==> config.mk <==
export PLATFORM = sky130hd
export DESIGN_NAME = mem_fault_capture
export DESIGN_NICKNAME = d
export VERILOG_FILES = /design/src/rtl/mfc_pkg.sv /design/src/rtl/mfc_status_bank.sv /design/src/rtl/mfc_record.sv /design/src/rtl/mfc_regbus.sv /design/src/rtl/mem_fault_capture.sv
export SDC_FILE = /design/constraint.sdc
export NUM_CORES = 1
export LEC_CHECK = 0
export BUFFER_PORTS_ARGS = -buffer_cell sky130_fd_sc_hd__buf_2
export CAP_MARGIN = 40
export CORE_MARGIN = 10
export CORE_UTILIZATION = 50
export CTS_CLUSTER_SIZE = 14
export DETAILED_ROUTE_END_ITERATION = 7
export GPL_TIMING_DRIVEN = 0
export HOLD_SLACK_MARGIN = 0.12
export PLACE_DENSITY = 0.74
export SLEW_MARGIN = 20
export SYNTH_ARGS = -nofsm -noshare
export SYNTH_HDL_FRONTEND = slang
export SYNTH_HIERARCHICAL = 1
export SYNTH_SLANG_ARGS = --single-unit
==> constraint.sdc <==
create_clock -name clk -period 2.45 [get_ports clk]
set_clock_uncertainty 0.2 [all_clocks]
set_input_delay 0 -clock clk [delete_from_list [all_inputs] [get_ports clk]]
set_output_delay 0 -clock clk [all_outputs]
set_load 0.02 [all_outputs]
==> src/rtl/mfc_pkg.sv <==
package mfc_pkg;
   localparam int unsigned WORD_W = 32;
   localparam int unsigned BIT_IDX_W = 5;

   // register offsets (bytes)
   localparam logic [7:0] OFS_STAT = 8'h00;
   localparam logic [7:0] OFS_MASK = 8'h04;
   localparam logic [7:0] OFS_WORD = 8'h08;
   localparam logic [7:0] OFS_ADDR = 8'h0C;

   // fault word field positions
   localparam int unsigned CAUSE_LSB = 28;
   localparam int unsigned PERM_LSB  = 25;
   localparam int unsigned AHI_LSB   = 20;
   localparam int unsigned SEC_POS   = 17;
   localparam int unsigned DIR_POS   = 16;

   localparam logic [2:0] CAUSE_XLATE = 3'd6;

   typedef struct packed {
      logic [2:0]  cause;
      logic [2:0]  perm;
      logic [1:0]  addr_hi;
      logic        secure;
      logic        write;
      logic [15:0] client;
   } fault_rec_t;

   function automatic logic [WORD_W-1:0] pack_word(input fault_rec_t r);
      logic [WORD_W-1:0] w;
      w = '0;
      w[CAUSE_LSB +: 3] = r.cause;
      w[PERM_LSB +: 3]  = r.perm;
      w[AHI_LSB +: 2]   = r.addr_hi;
      w[SEC_POS]        = r.secure;
      w[DIR_POS]        = r.write;
      w[15:0]           = r.client;
      return w;
   endfunction
endpackage

==> src/rtl/mfc_status_bank.sv <==
module mfc_status_bank #(
   parameter int unsigned     N_BITS   = 32,
   parameter logic [N_BITS-1:0] IMPL_MASK = '0
) (
   input  logic              clk,
   input  logic              rst_n,
   input  logic [N_BITS-1:0] set_vec,
   input  logic [N_BITS-1:0] clr_vec,
   input  logic              mask_we,
   input  logic [N_BITS-1:0] mask_wdata,
   output logic [N_BITS-1:0] stat_q,
   output logic [N_BITS-1:0] mask_q
);
   for (genvar i = 0; i < N_BITS; i++) begin : g_bit
      if (IMPL_MASK[i]) begin : g_live
         always_ff @(posedge clk) begin
            if (!rst_n) begin
               stat_q[i] <= 1'b0;
               mask_q[i] <= 1'b0;
            end else begin
               // a new fault wins over a clear in the same cycle
               stat_q[i] <= (stat_q[i] & ~clr_vec[i]) | set_vec[i];
               if (mask_we) mask_q[i] <= mask_wdata[i];
            end
         end
      end else begin : g_tied
         assign stat_q[i] = 1'b0;
         assign mask_q[i] = 1'b0;
      end
   end
endmodule

==> src/rtl/mfc_record.sv <==
module mfc_record
   import mfc_pkg::*;
#(
   parameter int unsigned  CLIENT_W    = 7,
   parameter int unsigned  PA_W        = 34,
   parameter logic [15:0]  CLIENT_MASK = 16'h007F
) (
   input  logic                clk,
   input  logic                rst_n,
   input  logic                capture,
   input  logic [2:0]          cause,
   input  logic [CLIENT_W-1:0] client,
   input  logic [PA_W-1:0]     addr,
   input  logic                write,
   input  logic                secure,
   input  logic [2:0]          perm,
   output logic [WORD_W-1:0]   word_q,
   output logic [31:0]         addr_q
);
   localparam int unsigned HI_W = PA_W - 32;

   fault_rec_t        rec;
   logic [1:0]        hi_bits;
   logic [15:0]       client_ext;

   if (HI_W > 0) begin : g_hi
      assign hi_bits = 2'(addr[PA_W-1:32]);
   end else begin : g_nohi
      assign hi_bits = 2'b00;
   end

   assign client_ext = 16'(client) & CLIENT_MASK;

   always_comb begin
      rec.cause   = cause;
      rec.perm    = (cause == CAUSE_XLATE) ? perm : 3'b000;
      rec.addr_hi = hi_bits;
      rec.secure  = secure;
      rec.write   = write;
      rec.client  = client_ext;
   end

   always_ff @(posedge clk) begin
      if (!rst_n) begin
         word_q <= '0;
         addr_q <= '0;
      end else if (capture) begin
         word_q <= pack_word(rec);
         addr_q <= addr[31:0];
      end
   end
endmodule

==> src/rtl/mfc_regbus.sv <==
module mfc_regbus
   import mfc_pkg::*;
#(
   parameter int unsigned BUS_AW = 8
) (
   input  logic              bus_sel,
   input  logic              bus_we,
   input  logic [BUS_AW-1:0] bus_addr,
   input  logic [31:0]       stat_q,
   input  logic [31:0]       mask_q,
   input  logic [31:0]       word_q,
   input  logic [31:0]       addr_q,
   output logic              stat_we,
   output logic              mask_we,
   output logic [31:0]       rdata
);
   logic hit_stat, hit_mask, hit_word, hit_addr;

   assign hit_stat = (bus_addr == BUS_AW'(OFS_STAT));
   assign hit_mask = (bus_addr == BUS_AW'(OFS_MASK));
   assign hit_word = (bus_addr == BUS_AW'(OFS_WORD));
   assign hit_addr = (bus_addr == BUS_AW'(OFS_ADDR));

   assign stat_we = bus_sel & bus_we & hit_stat;
   assign mask_we = bus_sel & bus_we & hit_mask;

   always_comb begin
      rdata = '0;
      if (hit_stat) rdata = stat_q;
      if (hit_mask) rdata = mask_q;
      if (hit_word) rdata = word_q;
      if (hit_addr) rdata = addr_q;
   end
endmodule

==> src/rtl/mem_fault_capture.sv <==
module mem_fault_capture
   import mfc_pkg::*;
#(
   parameter int unsigned  CLIENT_W    = 7,
   parameter int unsigned  PA_W        = 34,
   parameter int unsigned  BUS_AW      = 8,
   parameter logic [15:0]  CLIENT_MASK = 16'h007F,
   parameter logic [31:0]  IMPL_MASK   = 32'h0000_37C0
) (
   input  logic                clk,
   input  logic                rst_n,
   input  logic                rpt_valid,
   input  logic [4:0]          rpt_bit,
   input  logic [2:0]          rpt_cause,
   input  logic [CLIENT_W-1:0] rpt_client,
   input  logic [PA_W-1:0]     rpt_addr,
   input  logic                rpt_write,
   input  logic                rpt_secure,
   input  logic                rpt_pg_rd,
   input  logic                rpt_pg_wr,
   input  logic                rpt_pg_ns,
   input  logic                bus_sel,
   input  logic                bus_we,
   input  logic [BUS_AW-1:0]   bus_addr,
   input  logic [31:0]         bus_wdata,
   output logic [31:0]         bus_rdata,
   output logic                irq
);
   if (CLIENT_W < 1 || CLIENT_W > 16) begin : g_bad_client
      $error("CLIENT_W must lie in 1..16");
   end
   if (PA_W < 32 || PA_W > 34) begin : g_bad_pa
      $error("PA_W must lie in 32..34");
   end
   if (BUS_AW < 4) begin : g_bad_aw
      $error("BUS_AW must be at least 4");
   end

   logic [31:0] set_vec, clr_vec, stat_q, mask_q, word_q, addr_q;
   logic        stat_we, mask_we, pending, capture;

   assign set_vec = rpt_valid ? ((32'd1 << rpt_bit) & IMPL_MASK) : 32'd0;
   assign clr_vec = stat_we ? bus_wdata : 32'd0;
   assign pending = |stat_q;
   assign capture = (|set_vec) & ~pending;

   mfc_status_bank #(.N_BITS(32), .IMPL_MASK(IMPL_MASK)) u_bank (
      .clk(clk), .rst_n(rst_n), .set_vec(set_vec), .clr_vec(clr_vec),
      .mask_we(mask_we), .mask_wdata(bus_wdata),
      .stat_q(stat_q), .mask_q(mask_q)
   );

   mfc_record #(.CLIENT_W(CLIENT_W), .PA_W(PA_W), .CLIENT_MASK(CLIENT_MASK)) u_rec (
      .clk(clk), .rst_n(rst_n), .capture(capture), .cause(rpt_cause),
      .client(rpt_client), .addr(rpt_addr), .write(rpt_write),
      .secure(rpt_secure), .perm({rpt_pg_rd, rpt_pg_wr, rpt_pg_ns}),
      .word_q(word_q), .addr_q(addr_q)
   );

   mfc_regbus #(.BUS_AW(BUS_AW)) u_bus (
      .bus_sel(bus_sel), .bus_we(bus_we), .bus_addr(bus_addr),
      .stat_q(stat_q), .mask_q(mask_q), .word_q(word_q), .addr_q(addr_q),
      .stat_we(stat_we), .mask_we(mask_we), .rdata(bus_rdata)
   );

   assign irq = |(stat_q & mask_q);
endmodule

=== Word-level counts from Yosys, hierarchy flattened ===
Index checks and enable logic that the tools add are counted.
W data, S select, Z words.

* Flip-flop bits (word level): 63
* Input port bits: 99

* Eq/ne operators: 4
* Muxes and demuxes: 7
* Shift operators: 1
* Bitwise logic cells: 27
* Reductions and logical operators: 4

{| class="wikitable"
|+ Operator list
! kind !! count
|-
| $reduce_or A32 Y1 || 2
|-
| $mux W14 || 4
|-
| $mux W32 || 1
|-
| $mux W31 || 1
|-
| $eq A8 B4 Y1 const B || 2
|-
| $and A14 B14 Y14 || 1
|-
| $shl A1 B5 Y14 const A || 1
|-
| $and A1 B1 Y1 || 11
|-
| $eq A8 B3 Y1 const B || 1
|-
| $logic_not A8 Y1 || 1
|-
| $not A1 Y1 || 8
|-
| $or A1 B1 Y1 || 7
|-
| $reduce_or A7 Y1 || 1
|-
| $eq A3 B3 Y1 const B || 1
|-
| $mux W3 || 1
|}

=== Logic depth before layout (Yosys ltp) ===
* Depth in word-level cells: 6
* Depth in mapped cells: 8
* Gate-level depth less buffers: 5

=== Modules after synthesis ===
The synthesis kept the hierarchy.

{| class="wikitable"
|+ By module, submodules not included
! module !! seq. area each (um^2) !! area an instance (um^2) !! instances !! cells an instance
|-
| mfc_record || 980.9 || 2,034.5 || 1 || 178
|-
| mfc_regbus || 0.0 || 1,069.8 || 1 || 86
|-
| mfc_status_bank || 280.3 || 888.4 || 1 || 95
|-
| mem_fault_capture || 0.0 || 559.3 || 1 || 85
|}

=== Worst setup path before layout ===
OpenSTA, ideal clock, no wires.

* Path type: flip-flop to flip-flop
* Start point: reg u_bank.stat_q[6]
* End point: reg u_rec.addr_q[0]
* Setup slack: 0.497 ns
* Buffers on the path: 2
* Setup time: 0.116 ns
* Stages on the path, launching flop included: 8
* Clock period less this slack: 1.953 ns
* Required time: 2.134 ns
* Arrival time: 1.637 ns
* Path through: dfxtp_1 > nor4_1 > nand4_1 > a2111oi_2 > buf_6 > buf_12 > mux2i_1 > nor2b_1

* Longest elaborated chain between the ends: 3

{| class="wikitable"
|+ Ends and longest elaborated chain
! element !! RTL line !! RTL
|-
| start, declared || mfc_status_bank.sv:11 || <nowiki>output logic [N_BITS-1:0] stat_q,</nowiki>
|-
| start signal, assigned by index || mfc_status_bank.sv:22 || <nowiki>stat_q[i] <= (stat_q[i] & ~clr_vec[i]) | set_vec[i];</nowiki>
|-
| $reduce_or A7 Y1 || mem_fault_capture.sv:44 || <nowiki>assign pending = |stat_q;</nowiki>
|-
| $not A1 Y1 || mem_fault_capture.sv:45 || <nowiki>assign capture = (|set_vec) & ~pending;</nowiki>
|-
| $and A1 B1 Y1 || mem_fault_capture.sv:45 ||
|-
| via capture || mem_fault_capture.sv:40 || <nowiki>logic stat_we, mask_we, pending, capture;</nowiki>
|-
| end signal, assigned || mfc_record.sv:49 || <nowiki>addr_q <= addr[31:0];</nowiki>
|-
| end, declared || mfc_record.sv:18 || <nowiki>output logic [31:0] addr_q</nowiki>
|}

The timed path passes the listed nets, and every way through them passes these cells.
A chain may end at the register's enable or synchronous reset.

=== Worst setup path in the final report ===
* Start point: in bus_addr[1]
* End point: reg u_bank.mask_q[9]

* Longest elaborated chain between the ends: 2

{| class="wikitable"
|+ Ends and longest elaborated chain
! element !! RTL line !! RTL
|-
| start, declared || mem_fault_capture.sv:24 || <nowiki>input logic [BUS_AW-1:0] bus_addr,</nowiki>
|-
| $eq A8 B3 Y1 || mfc_regbus.sv:20 || <nowiki>assign hit_mask = (bus_addr == BUS_AW'(OFS_MASK));</nowiki>
|-
| $and A1 B1 Y1 || mfc_regbus.sv:25 || <nowiki>assign mask_we = bus_sel & bus_we & hit_mask;</nowiki>
|-
| via mask_we || mem_fault_capture.sv:40 ||
|-
| end signal, assigned by index || mfc_status_bank.sv:23 || <nowiki>if (mask_we) mask_q[i] <= mask_wdata[i];</nowiki>
|-
| end, declared || mfc_status_bank.sv:12 || <nowiki>output logic [N_BITS-1:0] mask_q</nowiki>
|}

The timed path passes the listed nets, and every way through them passes these cells.

==> results.py <==
metrics = {
    "run_status": {
        "status": "completed",
    },
    "global_route": {
        "grt_antenna_before_repair": 1,
        "grtUsageTotal": 0.212,
        "grt_pass1_wl_mm": 21.9,
        "grt_pass1_vias": 4361,
        "grt_max_degree": 13,
        "gr-total-overflow": 0,
    },
    "die": {
        "dieWidth_um": 114,
        "core-area_mm2": 0.00864,
        "fp.dieH_um": 114,
        "start_util": 0.508,
        "rows": 34,
        "die_area_mm2": 0.0129,
        "ios": 132,
    },
    "power": {
        "switchingPower_mw": 0.598,
        "power.density_mw_per_mm2": 376,
        "seq_power_share": 0.429,
        "p_leak_nw": 2.84,
        "swShare": 0.249,
        "total_power_mw": 2.40,
        "pwr-share-clk": 0.376,
        "internal_power_mw": 1.80,
        "comb_power_share": 0.195,
        "ir_drop_mv": 0.314,
    },
    "job": {
        "max_cap_violations": 0,
    },
    "placement": {
        "dp_slack_ns": 0.155,
        "portBuffers": 104,
        "dp_hpwl_mm": 10.2,
        "gp_congestion": 0.958,
    },
    "synth": {
        "syn_area_per_cell_um2": 10.5,
        "synth_area_mm2": 0.00439,
        "ys_warn_count": 6,
        "synth_cells": 417,
    },
    "timing": {
        "setup_slack_ns": 0.0339,
        "fin_hold_ws_ns": 0.212,
        "setup_viol": 0,
        "hold_viol_final": 0,
        "fmax_ghz": 0.414,
        "final_max_slew_viol_count": 0,
        "final.period_utilization": 0.986,
        "period_needed_ns": 2.42,
    },
    "min_path": {
        "min_path_cells": 7,
        "hp-class": "primary input to flop",
        "min_from": "bus_addr[6]",
        "min_to": "u_bank/stat_q[13]",
    },
    "clock_network": {
        "cts_tree": "yes",
        "insertion_delay_ns": 0.34,
        "clk_path_buf_depth": 2,
        "cts_root_buffer": "clkbuf_8",
        "clk_pin_slew_ns": 0.07,
        "numClockSinks": 63,
        "cts_max_level": 3,
        "numCtsBuffers": 9,
    },
    "layout": {
        "final_net_count": 783,
        "final.fill_count": 612,
        "final_cell_mix": "buf_2 (108), dlygate4sd3_1 (80), buf_4 (74)",
        "layout_commonest_cell": "buf_2",
        "post-route-util": 0.737,
        "drive_gt1_frac": 0.357,
        "area_delta_synth_final_pct": 45.1,
    },
    "setup_path": {
        "critPathKind": "primary input to flop",
        "reg2reg_slack_ns": 0.14,
        "critPathCaptureType": "flop",
        "timing.rr.start": "u_bank/stat_q[6]",
        "worstPathMaxFanout": 3,
        "cp.arrival_ns": 2.45,
        "critPathRequiredTime_ns": 2.48,
        "r2r_end": "u_rec/addr_q[29]",
        "rr_worst_depth": 7,
        "cp-start-kind": "primary input",
    },
    "detailed_routing": {
        "top_layer": "met4",
        "wl_met3_um": 874,
        "route.met2.wl_mm": 6.93,
        "detail_route.iter0.violations": 218,
        "drc": 0,
        "wl_met1_mm": 5.68,
        "wl_per_cell_um": 17.4,
        "ant_nets": 0,
        "wl_mm": 13.9,
        "vias": 4015,
        "vias_per_cell": 5.03,
        "first_pass_iters": 4,
    },
}
[power groups by stage]
stage	combinational [mW]	sequential, mW	clock [mW]
after global placement	0.349	1.05	0
after detailed placement	0.354	1.05	0
final	0.468	1.03	0.901
after global routing	0.504	1.03	0.962
after floorplan	0.253	1.05	0
after CTS	0.435	1.03	0.916
[registers in the layout, summed over array words and instances (netlist names)]
| name | count |
|---|---|
| u_rec/addr_q | 32 |
| u_rec/word_q | 17 |
| u_bank/mask_q | 7 |
| u_bank/stat_q | 7 |
[through the flow]
stage / std cells / setup TNS (ns) / instance area [um^2]
after floorplan: 480 / 0 / 4620
after CTS: 791 / 0 / 6310
after global placement: 692 / 0 / 5280
final: 798 / 0 / 6370
after global routing: 798 / -0.00708 / 6370
after detailed placement: 692 / 0 / 5280
[critical path: stages]
cell and delay [ns]:
buf_2 0.11, or4_4 0.55, nor4_4 0.30, buf_6 0.14, mux2i_2 0.20, dlygate4sd3_1 0.57, nor2b_1 0.04, dlygate4sd3_1 0.54
[area by class of cell]
type / instances / area, um^2 / area share
multi-input combinational: 322 / 2660 / 0.417
timing repair buffer: 193 / 1390 / 0.218
sequential: 63 / 1260 / 0.198
buffer: 94 / 727 / 0.114
clock buffer: 10 / 138 / 0.0216
tap: 108 / 135 / 0.0212
clock inverter: 6 / 60.1 / 0.00943
inverter: 1 / 3.75 / 0.000589
antenna: 1 / 2.50 / 0.000393
[worst max-delay path by stage]
stage | start | to | slack (ns) | cells past startpoint
final | bus_addr[1] | u_bank/mask_q[9] | 0.03 | 8
after global routing | bus_addr[1] | u_bank/mask_q[9] | -0.007 | 8
after CTS | bus_addr[1] | u_bank/mask_q[7] | 0.005 | 8
after detailed placement | u_bank/stat_q[6] | u_rec/addr_q[29] | 0.15 | 7
after global placement | u_bank/stat_q[6] | u_rec/word_q[16] | 0.21 | 7
after floorplan | u_bank/stat_q[6] | u_rec/addr_q[0] | 0.50 | 7
[metal layers]
layer	global-route usage	vias to the layer above
met5	0	-
met3	0.0520	33
met2	0.364	144
met1	0.244	1907
met4	0.0922	0
li1	-	1931
[timing repair]
action | in CTS | in global routing
resized for setup | 0 | 4
endpoints found under the setup margin | 0 | 4
hold buffers | 83 | 0
endpoints found under the hold margin | 63 | 0
buffers inserted | 0 | 8
No activity file was read; power rests on OpenSTA's default activity.
